$ cat src/rtl/shift_carry_pkg.sv
package shift_carry_pkg;
  typedef enum logic [2:0] {
    SK_LSL = 3'd0,
    SK_LSR = 3'd1,
    SK_ASR = 3'd2,
    SK_ROR = 3'd3,
    SK_RRX = 3'd4
  } shift_kind_e;
endpackage

$ cat src/rtl/sc_right_barrel.sv
// Logarithmic right shifter: one stage per amount bit, each stage either
// rotates or shifts in a fill bit.
module sc_right_barrel #(
  parameter int WIDTH = 32,
  parameter int LOG_W = $clog2(WIDTH)
) (
  input  logic [WIDTH-1:0] vec_i,
  input  logic [LOG_W-1:0] amt_i,
  input  logic             fill_i,
  input  logic             rotate_i,
  output logic [WIDTH-1:0] vec_o
);
  logic [LOG_W:0][WIDTH-1:0] stage_v;

  assign stage_v[0] = vec_i;

  for (genvar s = 0; s < LOG_W; s++) begin : g_stage
    localparam int STEP = 1 << s;
    logic [WIDTH-1:0] moved;
    assign moved = rotate_i ? {stage_v[s][STEP-1:0], stage_v[s][WIDTH-1:STEP]}
                            : {{STEP{fill_i}}, stage_v[s][WIDTH-1:STEP]};
    assign stage_v[s+1] = amt_i[s] ? moved : stage_v[s];
  end

  assign vec_o = stage_v[LOG_W];
endmodule

$ cat src/rtl/sc_shift_datapath.sv
// Combinational result and carry selection for all shift kinds.
module sc_shift_datapath
  import shift_carry_pkg::*;
#(
  parameter int WIDTH = 32,
  parameter int AMT_W = 8
) (
  input  logic [WIDTH-1:0] op_i,
  input  logic [AMT_W-1:0] amt_i,
  input  logic [2:0]       kind_i,
  input  logic             carry_i,
  output logic [WIDTH-1:0] res_o,
  output logic             carry_o,
  output logic             cvalid_o
);
  localparam int LOG_W = $clog2(WIDTH);
  localparam logic [AMT_W-1:0] W_AMT = AMT_W'(WIDTH);

  function automatic logic [WIDTH-1:0] flip(input logic [WIDTH-1:0] v);
    logic [WIDTH-1:0] f;
    for (int i = 0; i < WIDTH; i++) f[i] = v[WIDTH-1-i];
    return f;
  endfunction

  logic             is_lsl, is_asr, is_ror;
  logic             amt_zero, amt_ge_w, amt_gt_w, msb;
  logic [AMT_W-1:0] amt_m1, amt_neg;
  logic [LOG_W-1:0] idx_dn, idx_up;
  logic [WIDTH-1:0] barrel_in, barrel_out;
  logic [WIDTH-1:0] res_sel;
  logic             carry_sel, cv_sel;

  assign is_lsl   = (kind_i == SK_LSL);
  assign is_asr   = (kind_i == SK_ASR);
  assign is_ror   = (kind_i == SK_ROR);
  assign msb      = op_i[WIDTH-1];
  assign amt_zero = (amt_i == '0);
  assign amt_ge_w = (amt_i >= W_AMT);
  assign amt_gt_w = (amt_i > W_AMT);
  assign amt_m1   = amt_i - 1'b1;
  assign amt_neg  = ~amt_i + 1'b1;
  // (n-1) mod W and (W-n) mod W, W being a power of two
  assign idx_dn   = amt_m1[LOG_W-1:0];
  assign idx_up   = amt_neg[LOG_W-1:0];

  // Left shifts run through the right shifter on a bit-reversed operand
  assign barrel_in = is_lsl ? flip(op_i) : op_i;

  sc_right_barrel #(.WIDTH(WIDTH), .LOG_W(LOG_W)) u_barrel (
    .vec_i    (barrel_in),
    .amt_i    (amt_i[LOG_W-1:0]),
    .fill_i   (is_asr & msb),
    .rotate_i (is_ror),
    .vec_o    (barrel_out)
  );

  always_comb begin
    res_sel   = op_i;
    carry_sel = carry_i;
    cv_sel    = 1'b0;
    unique case (kind_i)
      SK_LSL: begin
        res_sel   = amt_ge_w ? '0 : flip(barrel_out);
        carry_sel = amt_gt_w ? 1'b0 : op_i[idx_up];
        cv_sel    = ~amt_zero;
      end
      SK_LSR: begin
        res_sel   = amt_ge_w ? '0 : barrel_out;
        carry_sel = amt_gt_w ? 1'b0 : op_i[idx_dn];
        cv_sel    = ~amt_zero;
      end
      SK_ASR: begin
        res_sel   = amt_ge_w ? {WIDTH{msb}} : barrel_out;
        carry_sel = amt_ge_w ? msb : op_i[idx_dn];
        cv_sel    = ~amt_zero;
      end
      SK_ROR: begin
        res_sel   = barrel_out;
        carry_sel = op_i[idx_dn];
        cv_sel    = ~amt_zero;
      end
      SK_RRX: begin
        res_sel   = {carry_i, op_i[WIDTH-1:1]};
        carry_sel = op_i[0];
        cv_sel    = 1'b1;
      end
      default: begin
        res_sel   = op_i;
        carry_sel = carry_i;
        cv_sel    = 1'b0;
      end
    endcase
  end

  assign res_o    = res_sel;
  assign cvalid_o = cv_sel;
  assign carry_o  = cv_sel ? carry_sel : carry_i;
endmodule

$ cat src/rtl/sc_out_stage.sv
// Single register stage with valid/ready on both sides.
module sc_out_stage #(
  parameter int WIDTH = 32
) (
  input  logic             clk,
  input  logic             rst_n,
  input  logic             in_valid,
  output logic             in_ready,
  input  logic [WIDTH-1:0] in_res,
  input  logic             in_carry,
  input  logic             in_cvalid,
  output logic             out_valid,
  input  logic             out_ready,
  output logic [WIDTH-1:0] out_res,
  output logic             out_carry,
  output logic             out_cvalid
);
  logic take;

  assign in_ready = ~out_valid | out_ready;
  assign take     = in_valid & in_ready;

  always_ff @(posedge clk or negedge rst_n) begin
    if (!rst_n) begin
      out_valid  <= 1'b0;
      out_res    <= '0;
      out_carry  <= 1'b0;
      out_cvalid <= 1'b0;
    end else begin
      if (in_ready) out_valid <= in_valid;
      if (take) begin
        out_res    <= in_res;
        out_carry  <= in_carry;
        out_cvalid <= in_cvalid;
      end
    end
  end

  AST_HOLD_STALL: assert property (@(posedge clk) disable iff (!rst_n)
    (out_valid && !out_ready) |=> (out_valid && $stable(out_res)
                                   && $stable(out_carry) && $stable(out_cvalid)))
    else $error("stalled output changed");

  AST_ACCEPT_SHOWS: assert property (@(posedge clk) disable iff (!rst_n)
    (in_valid && in_ready) |=> out_valid)
    else $error("accepted operand not presented");
endmodule

$ cat src/rtl/shift_carry_unit.sv
module shift_carry_unit
  import shift_carry_pkg::*;
#(
  parameter int WIDTH = 32,
  parameter int AMT_W = 8
) (
  input  logic             clk,
  input  logic             rst_n,
  input  logic             in_valid,
  output logic             in_ready,
  input  logic [WIDTH-1:0] in_data,
  input  logic [AMT_W-1:0] in_amt,
  input  logic [2:0]       in_kind,
  input  logic             in_carry,
  output logic             out_valid,
  input  logic             out_ready,
  output logic [WIDTH-1:0] out_data,
  output logic             out_carry,
  output logic             out_cvalid
);
  localparam logic [AMT_W-1:0] W_AMT = AMT_W'(WIDTH);

  logic [WIDTH-1:0] comb_res;
  logic             comb_carry, comb_cv;

  sc_shift_datapath #(.WIDTH(WIDTH), .AMT_W(AMT_W)) u_dp (
    .op_i     (in_data),
    .amt_i    (in_amt),
    .kind_i   (in_kind),
    .carry_i  (in_carry),
    .res_o    (comb_res),
    .carry_o  (comb_carry),
    .cvalid_o (comb_cv)
  );

  sc_out_stage #(.WIDTH(WIDTH)) u_stage (
    .clk        (clk),
    .rst_n      (rst_n),
    .in_valid   (in_valid),
    .in_ready   (in_ready),
    .in_res     (comb_res),
    .in_carry   (comb_carry),
    .in_cvalid  (comb_cv),
    .out_valid  (out_valid),
    .out_ready  (out_ready),
    .out_res    (out_data),
    .out_carry  (out_carry),
    .out_cvalid (out_cvalid)
  );

  logic fire;
  assign fire = in_valid & in_ready;

  AST_ZERO_AMT_PASS: assert property (@(posedge clk) disable iff (!rst_n)
    (fire && in_kind < 3'd4 && in_amt == '0) |=>
      (out_data == $past(in_data) && !out_cvalid && out_carry == $past(in_carry)))
    else $error("zero amount altered operand or carry");

  AST_LSL_FAR: assert property (@(posedge clk) disable iff (!rst_n)
    (fire && in_kind == SK_LSL && in_amt > W_AMT) |=>
      (out_data == '0 && out_cvalid && !out_carry))
    else $error("far left shift wrong");

  AST_LSR_FAR: assert property (@(posedge clk) disable iff (!rst_n)
    (fire && in_kind == SK_LSR && in_amt > W_AMT) |=>
      (out_data == '0 && out_cvalid && !out_carry))
    else $error("far logical right shift wrong");

  AST_ASR_FAR: assert property (@(posedge clk) disable iff (!rst_n)
    (fire && in_kind == SK_ASR && in_amt >= W_AMT) |=>
      (out_data == {WIDTH{$past(in_data[WIDTH-1])}}
       && out_carry == $past(in_data[WIDTH-1]) && out_cvalid))
    else $error("far arithmetic shift wrong");

  AST_ROR_FULL_TURN: assert property (@(posedge clk) disable iff (!rst_n)
    (fire && in_kind == SK_ROR && in_amt == W_AMT) |=>
      (out_data == $past(in_data) && out_carry == $past(in_data[WIDTH-1]) && out_cvalid))
    else $error("full-turn rotate wrong");

  AST_RRX_FORM: assert property (@(posedge clk) disable iff (!rst_n)
    (fire && in_kind == SK_RRX) |=>
      (out_data == {$past(in_carry), $past(in_data[WIDTH-1:1])}
       && out_carry == $past(in_data[0]) && out_cvalid))
    else $error("rotate through carry wrong");

  AST_UNDEF_PASS: assert property (@(posedge clk) disable iff (!rst_n)
    (fire && in_kind > 3'd4) |=>
      (out_data == $past(in_data) && !out_cvalid && out_carry == $past(in_carry)))
    else $error("undefined kind not passed through");
endmodule

$ cat config.mk
export PLATFORM = sky130hd
export DESIGN_NAME = shift_carry_unit
export DESIGN_NICKNAME = d
export VERILOG_FILES = /design/src/rtl/shift_carry_pkg.sv /design/src/rtl/sc_right_barrel.sv /design/src/rtl/sc_shift_datapath.sv /design/src/rtl/sc_out_stage.sv /design/src/rtl/shift_carry_unit.sv
export SDC_FILE = /design/constraint.sdc
export NUM_CORES = 1
export LEC_CHECK = 0
export BUFFER_PORTS_ARGS = -buffer_cell sky130_fd_sc_hd__buf_2
export CORE_ASPECT_RATIO = 1.2
export CORE_MARGIN = 10
export CORE_UTILIZATION = 49
export CTS_BUF_LIST = sky130_fd_sc_hd__clkbuf_8 sky130_fd_sc_hd__clkbuf_16
export DETAILED_ROUTE_END_ITERATION = 8
export PLACE_DENSITY = 0.7
export SETUP_SLACK_MARGIN = 0.4
export SYNTH_ARGS = -nofsm -noshare
export SYNTH_HDL_FRONTEND = slang
export SYNTH_HIERARCHICAL = 1
export SYNTH_SLANG_ARGS = --single-unit
$ cat constraint.sdc
create_clock -name clk -period 3.17 [get_ports clk]
set_clock_uncertainty 0.05 [all_clocks]
set_input_delay 0.1585 -clock clk [delete_from_list [all_inputs] [get_ports clk]]
set_output_delay 0.1585 -clock clk [all_outputs]
set_load 0.02 [all_outputs]
Word-level counts from Yosys, hierarchy flattened
Cells that the tools add are included.

Input port bits: 48. Output and inout port bits: 36. Word-level logic and storage cells: 48. Register bits: 35.

Bitwise operators: 6. Muxes and demuxes: 25. $add $sub $neg: 2. Equal/unequal tests: 4. Reduce and logical (&&, ||, !) cells: 3. Magnitude comparators: 4.

Operator list (count): $mux W32 (14); $pmux W32 S5 (1); $lt A5 B6 Y1 const B (2); $bmux W1 S5 (2); $ge A8 B6 Y1 const B (1); $gt A8 B6 Y1 const B (1); $logic_not A8 Y1 (1); $eq A3 B2 Y1 const B (2); $mux W1 (6); $add A5 B1 Y5 const B (1); $not A5 Y5 (1); $pmux W1 S5 (1); $sub A5 B1 Y5 const B (1); $reduce_or A4 Y1 (1); $eq A3 B1 Y1 const B (1); $eq A3 B3 Y1 const B (1); $logic_not A3 Y1 (1); $and A1 B1 Y1 (2); $not A1 Y1 (2); $pmux W1 S2 (1); $or A1 B1 Y1 (1).

Depth between registers and ports, before layout
Word-level depth: 14. Gate-level depth with buffers: 14. Depth with buffers taken out: 12.

Modules after synthesis
Netlist, hierarchy kept.

Modules (own cells, without submodules): sc_shift_datapath (times used 1, cells an instance 313, area each 2260.9 sq um); sc_right_barrel (times used 1, cells an instance 254, area each 2233.4 sq um); sc_out_stage (times used 1, cells an instance 75, area each 1463.9 sq um).

Worst setup path before layout
Ideal clock, no wire load.

Kind: input-to-reg. Start point: input port in_kind[2]. End point: register u_stage.out_res[11]. Stages on the path: 10. Arrival: 3073 ps. Slack: -78 ps. Library setup time: 125 ps. Required time: 2995 ps. Path buffers: 2. Cell sequence: clkbuf_1 > nor3_2 > buf_2 > mux2_2 > mux4_1 > mux4_2 > mux2_2 > o21ai_0 > a31oi_1 > mux2_4.

Elaborated cells on any way between the ends: 21. Those cells by class: 4 x eq/ne; 15 x mux; 1 x bitwise; 1 x reduce/logical.

RTL lines: start: declaration (line shift_carry_unit.sv:13) `input logic [2:0] in_kind,`; $logic_not A3 Y1 (*) (line sc_shift_datapath.sv:33) `assign is_lsl = (kind_i == SK_LSL);`; $mux W32 (*) (line sc_shift_datapath.sv:47) `assign barrel_in = is_lsl ? flip(op_i) : op_i;`; net u_dp.barrel_in[22] (line sc_shift_datapath.sv:29) `logic [WIDTH-1:0] barrel_in, barrel_out;`; $mux W32 (*) (line sc_right_barrel.sv:20) `assign moved = rotate_i ? {stage_v[s][STEP-1:0], stage_v[s][WIDTH-1:STEP]}`; $mux W32 (*) (line sc_right_barrel.sv:22) `assign stage_v[s+1] = amt_i[s] ? moved : stage_v[s];`; $mux W32 (*) (line sc_right_barrel.sv:20); $mux W32 (*) (2 in a row) (line sc_right_barrel.sv:22); $mux W32 (*) (line sc_right_barrel.sv:20); $mux W32 (*) (2 in a row) (line sc_right_barrel.sv:22); net u_dp.barrel_out[11] (line sc_shift_datapath.sv:29); $mux W32, on equally long branches (line sc_shift_datapath.sv:73, sc_shift_datapath.sv:68); $pmux W32 S5 (*) (line sc_shift_datapath.sv:61) `unique case (kind_i)`; net comb_res[11] (line shift_carry_unit.sv:23) `logic [WIDTH-1:0] comb_res;`; end signal: assignment (line sc_out_stage.sv:32) `out_res <= in_res;`; end: declaration (line sc_out_stage.sv:14) `output logic [WIDTH-1:0] out_res,`.

Mark *: on every way through the listed nets, which the timed path passes. The rest lies on a longest branch. A chain may end at the register's enable or synchronous reset.

Worst setup path in the final report
Start point: input port in_kind[0]. End point: register u_stage.out_res[27].

Elaborated cells on any way between the ends: 21. Those cells by class: 4 x eq/ne; 15 x mux; 1 x bitwise; 1 x reduce/logical.

RTL lines (line): $logic_not A3 Y1 (*) (sc_shift_datapath.sv:33); $mux W32 (*) (sc_shift_datapath.sv:47); net u_dp.barrel_in[25] (sc_shift_datapath.sv:29); $mux W32 (*) (sc_right_barrel.sv:22); $mux W32 (*) (sc_right_barrel.sv:20); $mux W32 (*) (sc_right_barrel.sv:22); $mux W32 (*) (sc_right_barrel.sv:20); $mux W32 (*) (sc_right_barrel.sv:22); $mux W32 (*) (sc_right_barrel.sv:20); $mux W32 (*) (sc_right_barrel.sv:22); $mux W32 (*) (sc_right_barrel.sv:20); $mux W32 (*) (sc_right_barrel.sv:22); net u_dp.barrel_out[27] (sc_shift_datapath.sv:29); $mux W32, on equally long branches (sc_shift_datapath.sv:73, sc_shift_datapath.sv:68); $pmux W32 S5 (*) (sc_shift_datapath.sv:61); net comb_res[27] (shift_carry_unit.sv:23).

Marks and branches as above.

==> run metrics <==
status=finished, final reports clean; Hold Path Stages=2; Final Cycle Share=92.5%; Top Ports=84; Post-Syn Area=5960 sq um; antenna-violating nets left=0; Tot GR Track Use=25.3%; final HPWL from detailed placement=16.7 mm; TritonCTS Buffers=5; final core occ=62.0%; Die Y=141 um; commonest cells after routing, fill and taps aside=80 x buf_2, 73 x mux2_4, 61 x nor2_1, 54 x buf_4, 53 x o21ai_0; worst setup margin=0.239 ns; most common cell after layout, fill and taps aside=buf_2; synthesized area per cell=9.28 sq um; Initial Util=49.6%; final hold violations=0; Die ar.=17,000 sq um; vias in the first global route=5,932; Max-slew headroom=15.5%; PD cells=350 nW/um^2; Unique masters post-synth=62; Synth warnings=6; sequential cell area fraction in the yosys report=14.7%; WP data arrival=3.05 ns; Reg2Reg Setup Slack=1.66 ns; Clock Path Buffers=2; clock latency on the worst-skew pair=0.28 ns; Worst-Margin Slew=1.26 ns; first-pass GRT wire length=34.1 mm; clock-pin slew on the worst setup and hold paths=0.06 ns; drt pass-1 iters=5; Fin Hold WS=0.0641 ns; RSZ-0062 raised after global routing=yes; peak supply drop=0.361 mV; fillers=1,029; Reg-to-Reg Start=u_stage/out_valid; FFs w/ async S/R, synth=100%; H-tree levels=2; Worst Path Max Fanout=8; post-layout min period=2.93 ns; static leakage=3.09 nW; drt wl/cell=25.4 um; startpoint types=input port; Syn Nets=691; DRC violations left=0; fin. max-slew vios=0; Final #Nets=782; Synth Instances=642; Final GP Congestion=1.06; total congestion overflow=0; CTS root buf=clkbuf_16; share of cells above drive strength 1=46.0%; Port Buffer Count=83; via count=6,253; flops & latches, synth=35; fmax=0.341 GHz; Area Overhead vs Synth=24.8%; Area after DPL=6750 sq um; Post-synth EDFFs=0; final WL=22.7 mm; CORE AREA=12,000 sq um; clock sink total=35; number of antenna violations at the first check in global routing=0; n_diodes=0; Hold WC Path Type=in2reg; setup violators final=0; Via-to-Cell Ratio=6.99; Hold Startpoint=in_valid; Crit Reg-Reg Endpoint=u_stage/out_res[31]; initial DRC count=817; design area=7440 sq um; largest net degree at the start of global routing=69; worst reg2reg path depth=3; pre-CTS setup slack=-0.139 ns; die width=121 um; Post-synth top flop=dfrtp_1; FP Rows=44; CP endpoint kind=flip-flop; clock tree from TritonCTS=yes; Worst Setup Path Type=in2reg; hold worst-path end=u_stage/out_valid; CP Data Required Time=3.28 ns; max cap viols=0
[logic make-up after synthesis]
group / share of synthesized area [%]
AO/OA/AOI/OAI: 20.7
XOR/XNOR: 0.609
adder cells (fa/ha/maj): 0.210
buffers and inverters: 6.80
flip-flops: 14.7
multiplexers: 43.7
AND/OR/NAND/NOR: 13.3
[power by group]
group	switching (mW)	internal, mW
Combinational	0.780	0.674
Sequential	0.0474	0.531
Clock	0.197	0.375
[worst max-delay path, stage by stage]
cell and delay (ns):
buf_6 0.10, nor3_4 0.21, buf_6 0.18, buf_16 0.15, mux2_4 0.33, mux4_2 0.53, mux4_2 0.52, a21oi_2 0.16
o21ba_4 0.17, o21ai_1 0.12, a31oi_1 0.13, mux2_4 0.28
[registers in the layout (all words and copies together) (netlist names)]
name,count
u_stage/out_res,32
u_stage/out_carry,1
u_stage/out_cvalid,1
u_stage/out_valid,1
[final cells by class]
class / instances / area (sq um) / area share (%)
timing repair buffer: 148 / 1040 / 14.0
sequential: 35 / 876 / 11.8
clock inverter: 3 / 47.5 / 0.639
clock buffer: 5 / 125 / 1.68
tap: 161 / 201 / 2.71
inverter: 9 / 33.8 / 0.454
multi-input combinational: 534 / 5110 / 68.8
[worst max path at each step]
stage                     cells after the start                   to  slack (ns)       start
final                                        12  u_stage/out_res[27]        0.24  in_kind[0]
after global routing                         13  u_stage/out_res[13]        0.17  in_kind[0]
after CTS                                    12  u_stage/out_res[27]        0.25  in_kind[2]
after detailed placement                     13  u_stage/out_res[12]       -0.14  in_kind[1]
after global placement                       13  u_stage/out_res[12]       -0.14  in_kind[1]
after floorplan                              10  u_stage/out_res[11]        0.18  in_kind[1]
[synthesized netlist by cell type (3+ instances only)]
master    count  area (sq um)
a221oi_1      5          43.8
mux4_1        9           236
a31oi_1      29           181
o21ai_1      15          75.1
a41oi_1       6          52.6
o22a_1        5          43.8
mux2_2       54           608
mux2i_1      36           360
o21a_1        3          22.5
mux4_2       42           946
a211oi_1      4          30.0
buf_12        4          80.1
nand3b_1     25           188
buf_2        17          85.1
nor3_2        3          30.0
mux2_4       30           450
nor3_1        4          20.0
nand2_1      40           150
o22ai_1       8          50.1
buf_6         3          33.8
nand2b_1      3          18.8
o21ai_0      72           360
a21oi_1      27           135
o211ai_1      3          22.5
inv_1         9          33.8
a21o_1        7          52.6
nor2_1       63           236
buf_4         3          22.5
dfrtp_1      35           876
clkbuf_1     34           128
a32oi_1       5          43.8
[per-stage QoR]
stage	total power, mW	instances	TNS (ns)
floorplan	1.47	642	0
global placement	1.87	871	-0.480
detailed placement	1.89	871	-0.941
CTS	2.55	892	0
global route	2.71	895	0
finish	2.60	895	0
[timing repair]
item / CTS / global route
cloned: 3 / 1
setup endpoints to repair: 32 / 33
setup buffers: 9 / 2
hold buffers: 1 / 0
pin swaps: 19 / 25
resized for setup: 60 / 26
hold endpoints to repair: 35 / 0
[routing by layer]
layer  vias up  part of all wire [%]  track usage [%]
met2       492                    46             39.3
met4         0                   6.0             15.2
met3        83                    11             6.55
li1       2692                     -                -
met1      2986                    37             30.8
met5         -                     0                0
Note: power is estimated with default switching activity, not from simulation.
